### src/rtl/sdi_rx_pkg.sv
package sdi_rx_pkg;

   localparam int DEF_WORD_W    = 10;
   localparam int DEF_TAP_NEAR  = 4;
   localparam int DEF_TAP_FAR   = 9;
   localparam int DEF_PRE_WORDS = 3;
   localparam int DEF_CONFIRM   = 2;

   typedef enum logic {
      MODE_CODED = 1'b0,
      MODE_RAW   = 1'b1
   } rx_mode_e;

   typedef enum logic [1:0] {
      PRE_NONE    = 2'd0,
      PRE_ON_GRID = 2'd1,
      PRE_OFF_NEW = 2'd2,
      PRE_OFF_OK  = 2'd3
   } pre_kind_e;

endpackage

### src/rtl/sdi_nrzi_stage.sv
module sdi_nrzi_stage #(
   parameter bit HAS_DECODE = 1'b1
) (
   input  logic clk,
   input  logic rst_n,
   input  logic bit_en,
   input  logic enable,
   input  logic din,
   output logic dout
);

   generate
      if (HAS_DECODE) begin : g_decode
         logic prev_line;

         always_ff @(posedge clk or negedge rst_n) begin
            if (!rst_n) begin
               prev_line <= 1'b0;
            end else if (bit_en) begin
               prev_line <= din;
            end
         end

         assign dout = enable ? (din ^ prev_line) : din;
      end else begin : g_pass
         assign dout = din;
      end
   endgenerate

endmodule

### src/rtl/sdi_descram_stage.sv
module sdi_descram_stage #(
   parameter int TAP_NEAR = 4,
   parameter int TAP_FAR  = 9
) (
   input  logic clk,
   input  logic rst_n,
   input  logic bit_en,
   input  logic enable,
   input  logic din,
   output logic dout
);

   localparam int HIST_W = TAP_FAR;

   generate
      if (TAP_NEAR < 1) begin : g_bad_near
         $error("sdi_descram_stage: TAP_NEAR must be at least 1");
      end
      if (TAP_FAR <= TAP_NEAR) begin : g_bad_far
         $error("sdi_descram_stage: TAP_FAR must exceed TAP_NEAR");
      end
   endgenerate

   logic [HIST_W-1:0] hist;
   logic              fb;

   always_ff @(posedge clk or negedge rst_n) begin
      if (!rst_n) begin
         hist <= '0;
      end else if (bit_en) begin
         hist <= {hist[HIST_W-2:0], din};
      end
   end

   assign fb   = hist[TAP_NEAR-1] ^ hist[TAP_FAR-1];
   assign dout = enable ? (din ^ fb) : din;

endmodule

### src/rtl/sdi_word_framer.sv
module sdi_word_framer
   import sdi_rx_pkg::*;
#(
   parameter int WORD_W    = 10,
   parameter int PRE_WORDS = 3,
   parameter int CONFIRM_N = 2
) (
   input  logic                       clk,
   input  logic                       rst_n,
   input  logic                       bit_en,
   input  logic                       din,
   output logic [WORD_W-1:0]          word_out,
   output logic                       word_vld,
   output logic [$clog2(WORD_W)-1:0]  slot_o,
   output logic                       hit_o
);

   localparam int CW     = $clog2(WORD_W);
   localparam int WIN_W  = WORD_W * PRE_WORDS;
   localparam int CFW    = $clog2(CONFIRM_N + 1);
   localparam logic [CW-1:0]    LAST_SLOT = CW'(WORD_W - 1);
   localparam logic [CFW-1:0]   CONF_LAST = CFW'(CONFIRM_N - 1);
   localparam logic [WIN_W-1:0] PRE_PAT   =
      {{(WIN_W - WORD_W){1'b0}}, {WORD_W{1'b1}}};

   generate
      if (WORD_W < 2) begin : g_bad_w
         $error("sdi_word_framer: WORD_W must be at least 2");
      end
      if (PRE_WORDS < 2) begin : g_bad_pre
         $error("sdi_word_framer: PRE_WORDS must be at least 2");
      end
      if (CONFIRM_N < 1) begin : g_bad_conf
         $error("sdi_word_framer: CONFIRM_N must be at least 1");
      end
   endgenerate

   logic [WIN_W-2:0] win;
   logic [WIN_W-1:0] win_next;
   logic [CW-1:0]    slot;
   logic             pend_vld;
   logic [CW-1:0]    pend_phase;
   logic [CFW-1:0]   pend_cnt;
   logic             hit;
   logic             at_end;
   logic             confirmed;
   pre_kind_e        kind;

   assign win_next = {din, win};
   assign hit      = (win_next == PRE_PAT);
   assign at_end   = (slot == LAST_SLOT);

   generate
      if (CONFIRM_N == 1) begin : g_conf_one
         assign confirmed = 1'b1;
      end else begin : g_conf_many
         assign confirmed = pend_vld && (pend_phase == slot) && (pend_cnt == CONF_LAST);
      end
   endgenerate

   always_comb begin
      kind = PRE_NONE;
      if (bit_en && hit) begin
         if (at_end) begin
            kind = PRE_ON_GRID;
         end else if (confirmed) begin
            kind = PRE_OFF_OK;
         end else begin
            kind = PRE_OFF_NEW;
         end
      end
   end

   always_ff @(posedge clk or negedge rst_n) begin
      if (!rst_n) begin
         win      <= '0;
         slot     <= '0;
         word_out <= '0;
         word_vld <= 1'b0;
      end else begin
         word_vld <= 1'b0;
         if (bit_en) begin
            win <= win_next[WIN_W-1:1];
            if (at_end || (kind == PRE_OFF_OK)) begin
               word_out <= win_next[WIN_W-1 -: WORD_W];
               word_vld <= 1'b1;
               slot     <= '0;
            end else begin
               slot <= slot + CW'(1);
            end
         end
      end
   end

   always_ff @(posedge clk or negedge rst_n) begin
      if (!rst_n) begin
         pend_vld   <= 1'b0;
         pend_phase <= '0;
         pend_cnt   <= '0;
      end else begin
         case (kind)
            PRE_ON_GRID, PRE_OFF_OK: begin
               pend_vld <= 1'b0;
               pend_cnt <= '0;
            end
            PRE_OFF_NEW: begin
               if (pend_vld && (pend_phase == slot)) begin
                  pend_cnt <= pend_cnt + CFW'(1);
               end else begin
                  pend_vld   <= 1'b1;
                  pend_phase <= slot;
                  pend_cnt   <= CFW'(1);
               end
            end
            default: begin
            end
         endcase
      end
   end

   assign slot_o = slot;
   assign hit_o  = hit;

endmodule

### src/rtl/sdi_rx_deframer.sv
module sdi_rx_deframer
   import sdi_rx_pkg::*;
#(
   parameter int WORD_W    = DEF_WORD_W,
   parameter int TAP_NEAR  = DEF_TAP_NEAR,
   parameter int TAP_FAR   = DEF_TAP_FAR,
   parameter int PRE_WORDS = DEF_PRE_WORDS,
   parameter int CONFIRM_N = DEF_CONFIRM
) (
   input  logic              clk,
   input  logic              rst_n,
   input  logic              bit_en,
   input  logic              line_bit,
   input  logic              raw_mode,
   output logic [WORD_W-1:0] word_out,
   output logic              word_vld
);

   localparam int CW = $clog2(WORD_W);

   generate
      if (WORD_W > 64) begin : g_bad_width
         $error("sdi_rx_deframer: WORD_W above 64 is not supported");
      end
   endgenerate

   rx_mode_e       mode;
   logic           coded;
   logic           trans_bit;
   logic           clean_bit;
   logic [CW-1:0]  slot;
   logic           pre_hit;

   assign mode  = rx_mode_e'(raw_mode);
   assign coded = (mode == MODE_CODED);

   sdi_nrzi_stage #(
      .HAS_DECODE (1'b1)
   ) u_nrzi (
      .clk    (clk),
      .rst_n  (rst_n),
      .bit_en (bit_en),
      .enable (coded),
      .din    (line_bit),
      .dout   (trans_bit)
   );

   sdi_descram_stage #(
      .TAP_NEAR (TAP_NEAR),
      .TAP_FAR  (TAP_FAR)
   ) u_descram (
      .clk    (clk),
      .rst_n  (rst_n),
      .bit_en (bit_en),
      .enable (coded),
      .din    (trans_bit),
      .dout   (clean_bit)
   );

   sdi_word_framer #(
      .WORD_W    (WORD_W),
      .PRE_WORDS (PRE_WORDS),
      .CONFIRM_N (CONFIRM_N)
   ) u_framer (
      .clk      (clk),
      .rst_n    (rst_n),
      .bit_en   (bit_en),
      .din      (clean_bit),
      .word_out (word_out),
      .word_vld (word_vld),
      .slot_o   (slot),
      .hit_o    (pre_hit)
   );

endmodule

### config.mk
export PLATFORM = sky130hd
export DESIGN_NAME = sdi_rx_deframer
export DESIGN_NICKNAME = d
export VERILOG_FILES = /design/src/rtl/sdi_rx_pkg.sv /design/src/rtl/sdi_nrzi_stage.sv /design/src/rtl/sdi_descram_stage.sv /design/src/rtl/sdi_word_framer.sv /design/src/rtl/sdi_rx_deframer.sv
export SDC_FILE = /design/constraint.sdc
export NUM_CORES = 1
export LEC_CHECK = 0
export BUFFER_PORTS_ARGS = -buffer_cell sky130_fd_sc_hd__buf_2
export CORE_MARGIN = 3
export CORE_UTILIZATION = 60
export DETAILED_ROUTE_END_ITERATION = 12
export GPL_ROUTABILITY_DRIVEN = 1
export PLACE_DENSITY = 0.79
export SETUP_SLACK_MARGIN = 0.15
export SYNTH_ARGS = -nofsm -noshare
export SYNTH_HDL_FRONTEND = slang
export SYNTH_SLANG_ARGS = --single-unit
### constraint.sdc
create_clock -name clk -period 4.1 [get_ports clk]
set_input_delay 1.025 -clock clk [delete_from_list [all_inputs] [get_ports clk]]
set_output_delay 1.025 -clock clk [all_outputs]
set_load 0.02 [all_outputs]
==> impl_summary.txt, run 1 <==
----------------------------------------------------
[Worst setup path]
  Worst Path Max Fanout ... 12
  Required time of the critical path ... 4.31 ns
  R2R Path End ... u_framer.word_out[1]$_DFFE_PN0P_
  FF-to-FF setup slack ... 1.37 ns
  Critical Path Sink Type ... flip-flop
  Number of cell instances on the worst register-to-register path ... 5
  Startpoint types ... flip-flop
  R2R Path Start ... u_framer.win[11]$_DFFE_PN0P_
  Worst Path Class, Setup ... flip-flop to flip-flop
  Crit path arrival time ... between 2 and 3 ns

[Yosys]
  Share of Yosys cell area claimed by the top area cell type ... between 50 and 60%
  Post-synthesis instance area ... between 0.002 and 0.003 mm2
  Prevailing post-synth register cell ... sky130_fd_sc_hd__dfrtp_1
  Syn Nets ... 203
  Ranking of synthesized cells by instance count ... sky130_fd_sc_hd__dfrtp_1 (61), sky130_fd_sc_hd__mux2_2 (39), sky130_fd_sc_hd__o21ai_0 (12)
  Number of enable-type register cells in the synthesized netlist ... 0
  Mean cell area of the mapped netlist ... between 10 and 15 um2
  Post-synthesis instance total ... 195
  Seq cells post-synth ... 61
  Synth warn ... 0
  Count of distinct cell types in the synthesized netlist ... 37
  Share of synthesized area occupied by flip-flops and latches ... 57.9%
  Asr flop ratio synth ... 100%
  Top post-synthesis cells by area ... sky130_fd_sc_hd__dfrtp_1 (58%), sky130_fd_sc_hd__mux2_2 (17%), sky130_fd_sc_hd__mux2_4 (5.1%)
  Dominant cell type by area after synthesis ... sky130_fd_sc_hd__dfrtp_1
  Cell with the most instances after synthesis ... sky130_fd_sc_hd__dfrtp_1

[Place]
  Cells after DPL ... 253
  Half-perimeter wire length after detailed placement ... just under 3000 um
  Count of port buffers added during placement ... 15
  Final weighted congestion in routability-driven placement ... approximately 0.8

[Clock tree]
  Clk_lat worst skew ... between 0.3 and 0.4 ns
  H-tree levels ... 3
  TritonCTS buffer count ... 9
  CTS Hold Buffers Added ... 0
  CTS tree ... done
  Number of buffers on the longest clock path ... 2
  Number of setup buffers added after CTS ... 0
  Number of resized instances in the post-cts repair step ... 0
  Clock Sink Count ... 61
  Clock edge transition at the registers on the reported setup and hold paths ... about 0.060 ns
  Root Driver ... sky130_fd_sc_hd__clkbuf_8

[Layout]
  Final nets ... about 220
  Diode count ... 0
  Fraction of layout instances using a drive strength above 1 ... about 38%
  Final instance count without filler cells ... ~270
  Layout overhead on the synthesized area ... 13.4%
  Final core utilization ... a little over 70%

[STA]
  Final count of pins violating max slew ... 0
  Total of endpoints with negative setup slack in the final report ... 0
  Final Hold Slack ... 0.506 ns
  Final critical path time including I/O delays and setup ... around 2.7 ns
  Fmax ... between 300 and 400 MHz
  Setup repair after global routing missed its margin ... no
  Count of final hold-check violations ... 0
  Worst Max-Slew Pin Slew ... approximately 0.85 ns
  Clock skew ... approximately 0.0083 ns
  Period Utilization, post-route ... roughly two thirds
  Aggregate negative setup slack ... 0 ns
  Headroom to the max-slew limit ... between 40% and 50%

[Hold path]
  Hold path depth ... 1
  Startpoint of the tightest hold check path ... u_descram.hist[7]$_DFFE_PN0P_
  Worst hold path endpoint ... u_descram.hist[8]$_DFFE_PN0P_
  Type of the worst min-delay path ... flip-flop to flip-flop

[Floorplanning]
  Core area ... 0.00412 mm2
  Height of the die ... between 70 and 80 um
  Placement row count ... 23
  Count of pins on the block boundary ... 16
  Die boundary width ... 72.3 um
  Total Die Area ... approximately 0.0052 mm2
  Starting density of the core ... approximately 64%

[Drt]
  Detailed-route vias per instance ... 5.96
  WL/cell ... 16.1 um
  Drt first-iter violations ... between 200 and 300
  Drt total wl ... 4330 um
  Remaining antenna violation count ... 0
  Number of remaining DRC errors ... 0
  Via count ... roughly 1,600
  First drt pass iteration count ... 4

[Power]
  Power consumption ... ~2.2 mW
  Power Density ... between 700 and 800 mW/mm2
  Leakage dissipation ... roughly 1.4 nW
  Maximum vdd ir drop ... approximately 0.00041 V

[Outcome]
  Status ... finished clean

[Global route]
  Global routing usage summed across all routing layers ... approximately a fifth
  Initial antenna violation count ... 0
  Vias in the first global route ... roughly 1,600
  Aggregate global routing overflow ... 0
  First-pass GRT wire length ... roughly 7400 um
  Maximum number of pins on one net before global-route repair ... 52

[Job]
  Max-cap violations ... 0

----------------------------------------------------
per-layer routing:
layer | vias up | part of all wire, % | track usage [%]
met5 | - | 0 | 0
li1 | 740 | - | -
met2 | 60 | 48 | 28.0
met1 | 793 | 44 | 25.2
met3 | 9 | 5.3 | 4.29
met4 | 0 | 2.5 | 11.5
state kept, by name (all words and copies together), names as in the netlist:
register,flops
u_framer.win,29
u_framer.word_out,10
u_framer.pend_cnt,2
u_framer.slot_o,4
u_framer.pend_vld,1
u_framer.pend_phase,4
u_nrzi.g_decode.prev_line,1
u_framer.word_vld,1
u_descram.hist,9
stage by stage:
step	area, um2	setup slack (ns)
global route	2990	1.16
global placement	2750	1.10
floorplan	2640	1.44
CTS	2990	1.37
finish	2990	1.37
detailed placement	2750	1.09
logic make-up after synthesis:
| group | after synthesis | synth area share [%] |
|---|---|---|
| buffers and inverters | 15 | 2.47 |
| and+or+nand+nor | 42 | 9.58 |
| DFF | 61 | 57.9 |
| xor gates and xnor gates | 6 | 2.51 |
| adders and majority gates | 3 | 1.42 |
| muxes | 48 | 21.8 |
| AOI/OAI and AO/OA | 20 | 4.36 |
worst max-delay path: stages (launching register included):
cell and delay [ns]:
sky130_fd_sc_hd__dfrtp_1 0.39, sky130_fd_sc_hd__or4_4 0.55, sky130_fd_sc_hd__nor4_4 0.31, sky130_fd_sc_hd__nand4_1 0.39
sky130_fd_sc_hd__o31a_1 0.61, sky130_fd_sc_hd__mux2_4 0.37
how the worst max path moves through the flow:
stage / from / slack, ns / end / cells past startpoint
4_1_cts: u_framer.win[11]$_DFFE_PN0P_ / 1.37 / u_framer.word_out[1]$_DFFE_PN0P_ / 5
3_3_place_gp: bit_en / 1.10 / u_framer.word_out[6]$_DFFE_PN0P_ / 6
3_5_place_dp: bit_en / 1.09 / u_framer.word_out[7]$_DFFE_PN0P_ / 6
6_report: u_framer.win[11]$_DFFE_PN0P_ / 1.37 / u_framer.word_out[1]$_DFFE_PN0P_ / 5
5_1_grt: bit_en / 1.16 / u_framer.word_out[1]$_DFFE_PN0P_ / 6
2_1_floorplan: bit_en / 1.44 / u_framer.word_out[1]$_DFFE_PN0P_ / 7
layout by cell type, fill, tap and decap left out, types with 2 or more instances in the layout:
cell and instances:
sky130_fd_sc_hd__buf_4 2, sky130_fd_sc_hd__ha_1 3, sky130_fd_sc_hd__nor4_1 3, sky130_fd_sc_hd__nand3_1 3
sky130_fd_sc_hd__mux2_4 9, sky130_fd_sc_hd__o22ai_1 2, sky130_fd_sc_hd__nor2_1 5, sky130_fd_sc_hd__nor3b_1 2
sky130_fd_sc_hd__dfrtp_1 61, sky130_fd_sc_hd__xnor2_1 2, sky130_fd_sc_hd__xor2_1 3, sky130_fd_sc_hd__clkbuf_8 13
sky130_fd_sc_hd__nand4_1 3, sky130_fd_sc_hd__bufinv_16 2, sky130_fd_sc_hd__inv_1 6, sky130_fd_sc_hd__o21ai_0 12
sky130_fd_sc_hd__nand2_1 10, sky130_fd_sc_hd__nand2b_1 2, sky130_fd_sc_hd__buf_2 15, sky130_fd_sc_hd__and3_1 3
sky130_fd_sc_hd__nor3_1 2, sky130_fd_sc_hd__mux2_2 39
layout make-up:
class | count | area [um2]
Clock buffer | 13 | 179
Clock inverter | 3 | 65.1
Fill cell | 285 | 1120
Inverter | 6 | 22.5
Sequential cell | 61 | 1530
Multi-Input combinational cell | 119 | 1050
Tap cell | 50 | 62.6
Timing Repair Buffer | 17 | 90.1
report_power, final:
group / leakage [nW] / internal (mW) / switching, mW
Sequential: 0.738 / 0.833 / 0.185
Clock: 0.126 / 0.408 / 0.221
Combinational: 0.518 / 0.292 / 0.220
(Power assumes the default switching activity.)
==> run 2: changes to the inputs <==
Settings changed: CORE_UTILIZATION 60 to 59, PLACE_DENSITY 0.79 to 0.78.
Clock period 4.1 ns to 2.7 ns, I/O delays scaled along.
==> run 2 against run 1 <==
  * Sequential power rose by 52%
  * Global-route usage up 0.35 points
  * First-iteration DRC count shrank 45%
  * Utilization increased by 0.25 points
  * Register-to-register slack lost 1.0 ns
  * Cell area increased by 1.0%
  * Routed wire length fell by 1.8%
  * Highest routed layer unchanged
  * Clock skew decreased by 0.00059 ns
  * Final cell count grew 0.74%
  * Clock-buffer cell count did not move
  * Via count down 2.2%
==> impl_summary.txt, run 2 (synthesis gave the netlist of run 1 again) <==
----------------------------------------------------
[Layout]
  Largest register FFs ... 29 (unchanged)
  Leading registers by flop count ... u_framer.win: 29 flops, u_framer.word_out: 10 flops, u_descram.hist: 9 flops
  Diode count ... 0 (unchanged)
  Final nets ... 224 (+0.90%)
  Layout overhead on the synthesized area ... 14.6%
  Fraction of layout instances using a drive strength above 1 ... 38.5% (+0.56 points)
  Commonest cells after routing, fill and taps aside ... sky130_fd_sc_hd__dfrtp_1 (61), sky130_fd_sc_hd__mux2_2 (39), sky130_fd_sc_hd__buf_2 (15), sky130_fd_sc_hd__o21ai_0 (12), sky130_fd_sc_hd__clkbuf_8 (12)
  Top register by number of flip-flops ... u_framer.win
  Most common cell after layout, fill and taps aside ... sky130_fd_sc_hd__dfrtp_1
  Fin area ... 0.00302 mm2 (+1.0%)

[Drt]
  Via count ... 1,566 (-2.2%)
  First drt pass iteration count ... 4 (unchanged)
  Number of remaining DRC errors ... 0 (unchanged)
  WL/cell ... 15.7 um (-2.5%)
  Remaining antenna violation count ... 0 (unchanged)
  Drt first-iter violations ... 140 (-45%)
  Detailed-route vias per instance ... 5.78 (-3.0%)
  Drt total wl ... 4260 um (-1.8%)

[Clock tree]
  Clk_lat worst skew ... 0.34 ns (about the same)
  Clock Sink Count ... 61 (unchanged)
  H-tree levels ... 3 (unchanged)
  Root Driver ... sky130_fd_sc_hd__clkbuf_8
  Number of buffers on the longest clock path ... 2 (unchanged)
  CTS tree ... done
  Clock edge transition at the registers on the reported setup and hold paths ... 0.07 ns (about the same)
  CTS Hold Buffers Added ... 0 (unchanged)
  TritonCTS buffer count ... 9 (unchanged)

[Global route]
  Initial antenna violation count ... 0 (unchanged)
  First-pass GRT wire length ... 7620 um (+3.7%)
  Global routing usage summed across all routing layers ... 19.2% (+0.35 points)
  Vias in the first global route ... 1,645 (+4.3%)
  Maximum number of pins on one net before global-route repair ... 42 (-19%)
  Aggregate global routing overflow ... 0 (unchanged)

[Place]
  Final weighted congestion in routability-driven placement ... 0.828 (+3.0%)
  Count of port buffers added during placement ... 15 (unchanged)
  Placed Area ... 0.00276 mm2 (+0.55%)
  Half-perimeter wire length after detailed placement ... 3120 um (+5.2%)

[STA]
  Count of final hold-check violations ... 0 (unchanged)
  Aggregate negative setup slack ... 0 ns (unchanged)
  Period Utilization, post-route ... 87.7% (+21 points)
  Setup repair after global routing missed its margin ... no
  Final critical path time including I/O delays and setup ... 2.37 ns (-0.364 ns)
  Headroom to the max-slew limit ... 68.5% (+25 points)
  Total of endpoints with negative setup slack in the final report ... 0 (unchanged)
  Clock skew ... 0.00768 ns (-0.000591 ns)
  Final count of pins violating max slew ... 0 (unchanged)
  Fmax ... 422 MHz (+15%)
  Worst Max-Slew Pin Slew ... 0.472 ns (-0.378 ns)

[Power]
  Relative contribution of sequential cells to total power ... 46.1% (-1.1 points)
  Maximum vdd ir drop ... 0.000756 V (+86%)
  Design internal power ... 2.40 mW (+57%)
  Combinational Power Share ... 23.5% (-0.2 points)
  Fraction of power consumed by the clock network ... 30.4% (+1.3 points)
  Switching power of the nets ... 954 uW (+52%)
  Switching fraction of total power ... 28.4% (-0.59 points)
  Leakage dissipation ... 1.40 nW (+0.99%)
  Power Density ... 1110 mW/mm2 (+54%)

[Floorplanning]
  Die boundary width ... 72.9 um (+0.77%)
  Core area ... 0.00414 mm2 (+0.70%)
  Placement row count ... 23 (unchanged)
  Height of the die ... 72.9 um (+0.77%)
  Starting density of the core ... 63.6% (-0.45 points)
  Count of pins on the block boundary ... 16 (unchanged)
  Total Die Area ... 0.00531 mm2 (+1.6%)

[Worst setup path]
  Crit path arrival time ... 2.59 ns (-0.36 ns)
  Critical Path Sink Type ... flip-flop
  FF-to-FF setup slack ... 0.33 ns (-1.04 ns)
  Required time of the critical path ... 2.92 ns (-1.39 ns)
  Worst Path Class, Setup ... flip-flop to flip-flop
  Number of cell instances on the worst register-to-register path ... 5 (unchanged)
  Worst Path Max Fanout ... 11 (-1)
  Startpoint types ... flip-flop

[Hold path]
  Type of the worst min-delay path ... primary input to async pin

[Outcome]
  Status ... finished clean

[Job]
  Max-cap violations ... 0 (unchanged)

----------------------------------------------------
run 2: changes by cell type in the layout (fill, tap and decap cells not counted), sizes merged:
cell / change
buf: +2
bufinv: +1
clkinv: -1
run 2: power groups by stage:
stage	Clock, mW	Sequential (mW)	Combinational, mW
after floorplan	0	1.56	0.534
after global placement	0	1.53	0.759
after detailed placement	0	1.56	0.799
after CTS	1.04	1.55	0.800
after global routing	1.09	1.60	0.861
final	1.02	1.55	0.787
run 2: area by class of cell:
cell class | instances | area, um2
multi-input cells | 119 | 1050
clock inverters | 3 | 90.1
flip-flops and latches | 61 | 1530
fillers | 296 | 1120
clock buffers | 13 | 169
inverters | 6 | 22.5
well taps | 50 | 62.6
repair buffers | 19 | 105
run 2: final timing paths:
kind | startpoint | endpoint
worst max-delay path | u_framer.win[11]$_DFFE_PN0P_ | u_framer.word_out[9]$_DFFE_PN0P_
worst min-delay path | rst_n | u_framer.win[25]$_DFFE_PN0P_
worst max register to register | u_framer.win[11]$_DFFE_PN0P_ | u_framer.word_out[9]$_DFFE_PN0P_
worst min register to register | u_framer.pend_cnt[1]$_DFFE_PN0P_ | u_framer.pend_cnt[1]$_DFFE_PN0P_
max in group asynchronous | rst_n | u_framer.win[14]$_DFFE_PN0P_
min in group clk | u_framer.pend_cnt[1]$_DFFE_PN0P_ | u_framer.pend_cnt[1]$_DFFE_PN0P_
run 2: timing repair:
item / CTS / global route
buffers inserted: 0 / 0
resized for setup: 0 / 1
endpoints found under the hold margin: 0 / 0
endpoints found under the setup margin: 0 / 5
run 2: critical path, stage by stage, from the launching register on:
cell	delay, ns
sky130_fd_sc_hd__dfrtp_1	0.39
sky130_fd_sc_hd__or4_4	0.55
sky130_fd_sc_hd__nor4_4	0.32
sky130_fd_sc_hd__nand4_1	0.17
sky130_fd_sc_hd__o31a_2	0.49
sky130_fd_sc_hd__mux2_4	0.34
run 2: per-layer routing:
layer  track usage (%)  part of all wire, %
met1              24.7                   46
met2              29.1                   48
met3              5.37                  3.8
met4              11.1                  2.7
met5                 0                    0
run 2: per-stage QoR:
step	hold WS (ns)	setup WS (ns)	instances	util, %	total power, mW
after CTS	0.214	0.268	271	72.9	3.39
after global routing	0.228	0.227	271	72.9	3.55
after floorplan	0.379	0.387	195	-	2.09
after detailed placement	0.471	0.149	255	66.7	2.36
after global placement	0.462	0.253	255	66.7	2.29
final	0.219	0.332	271	72.9	3.35
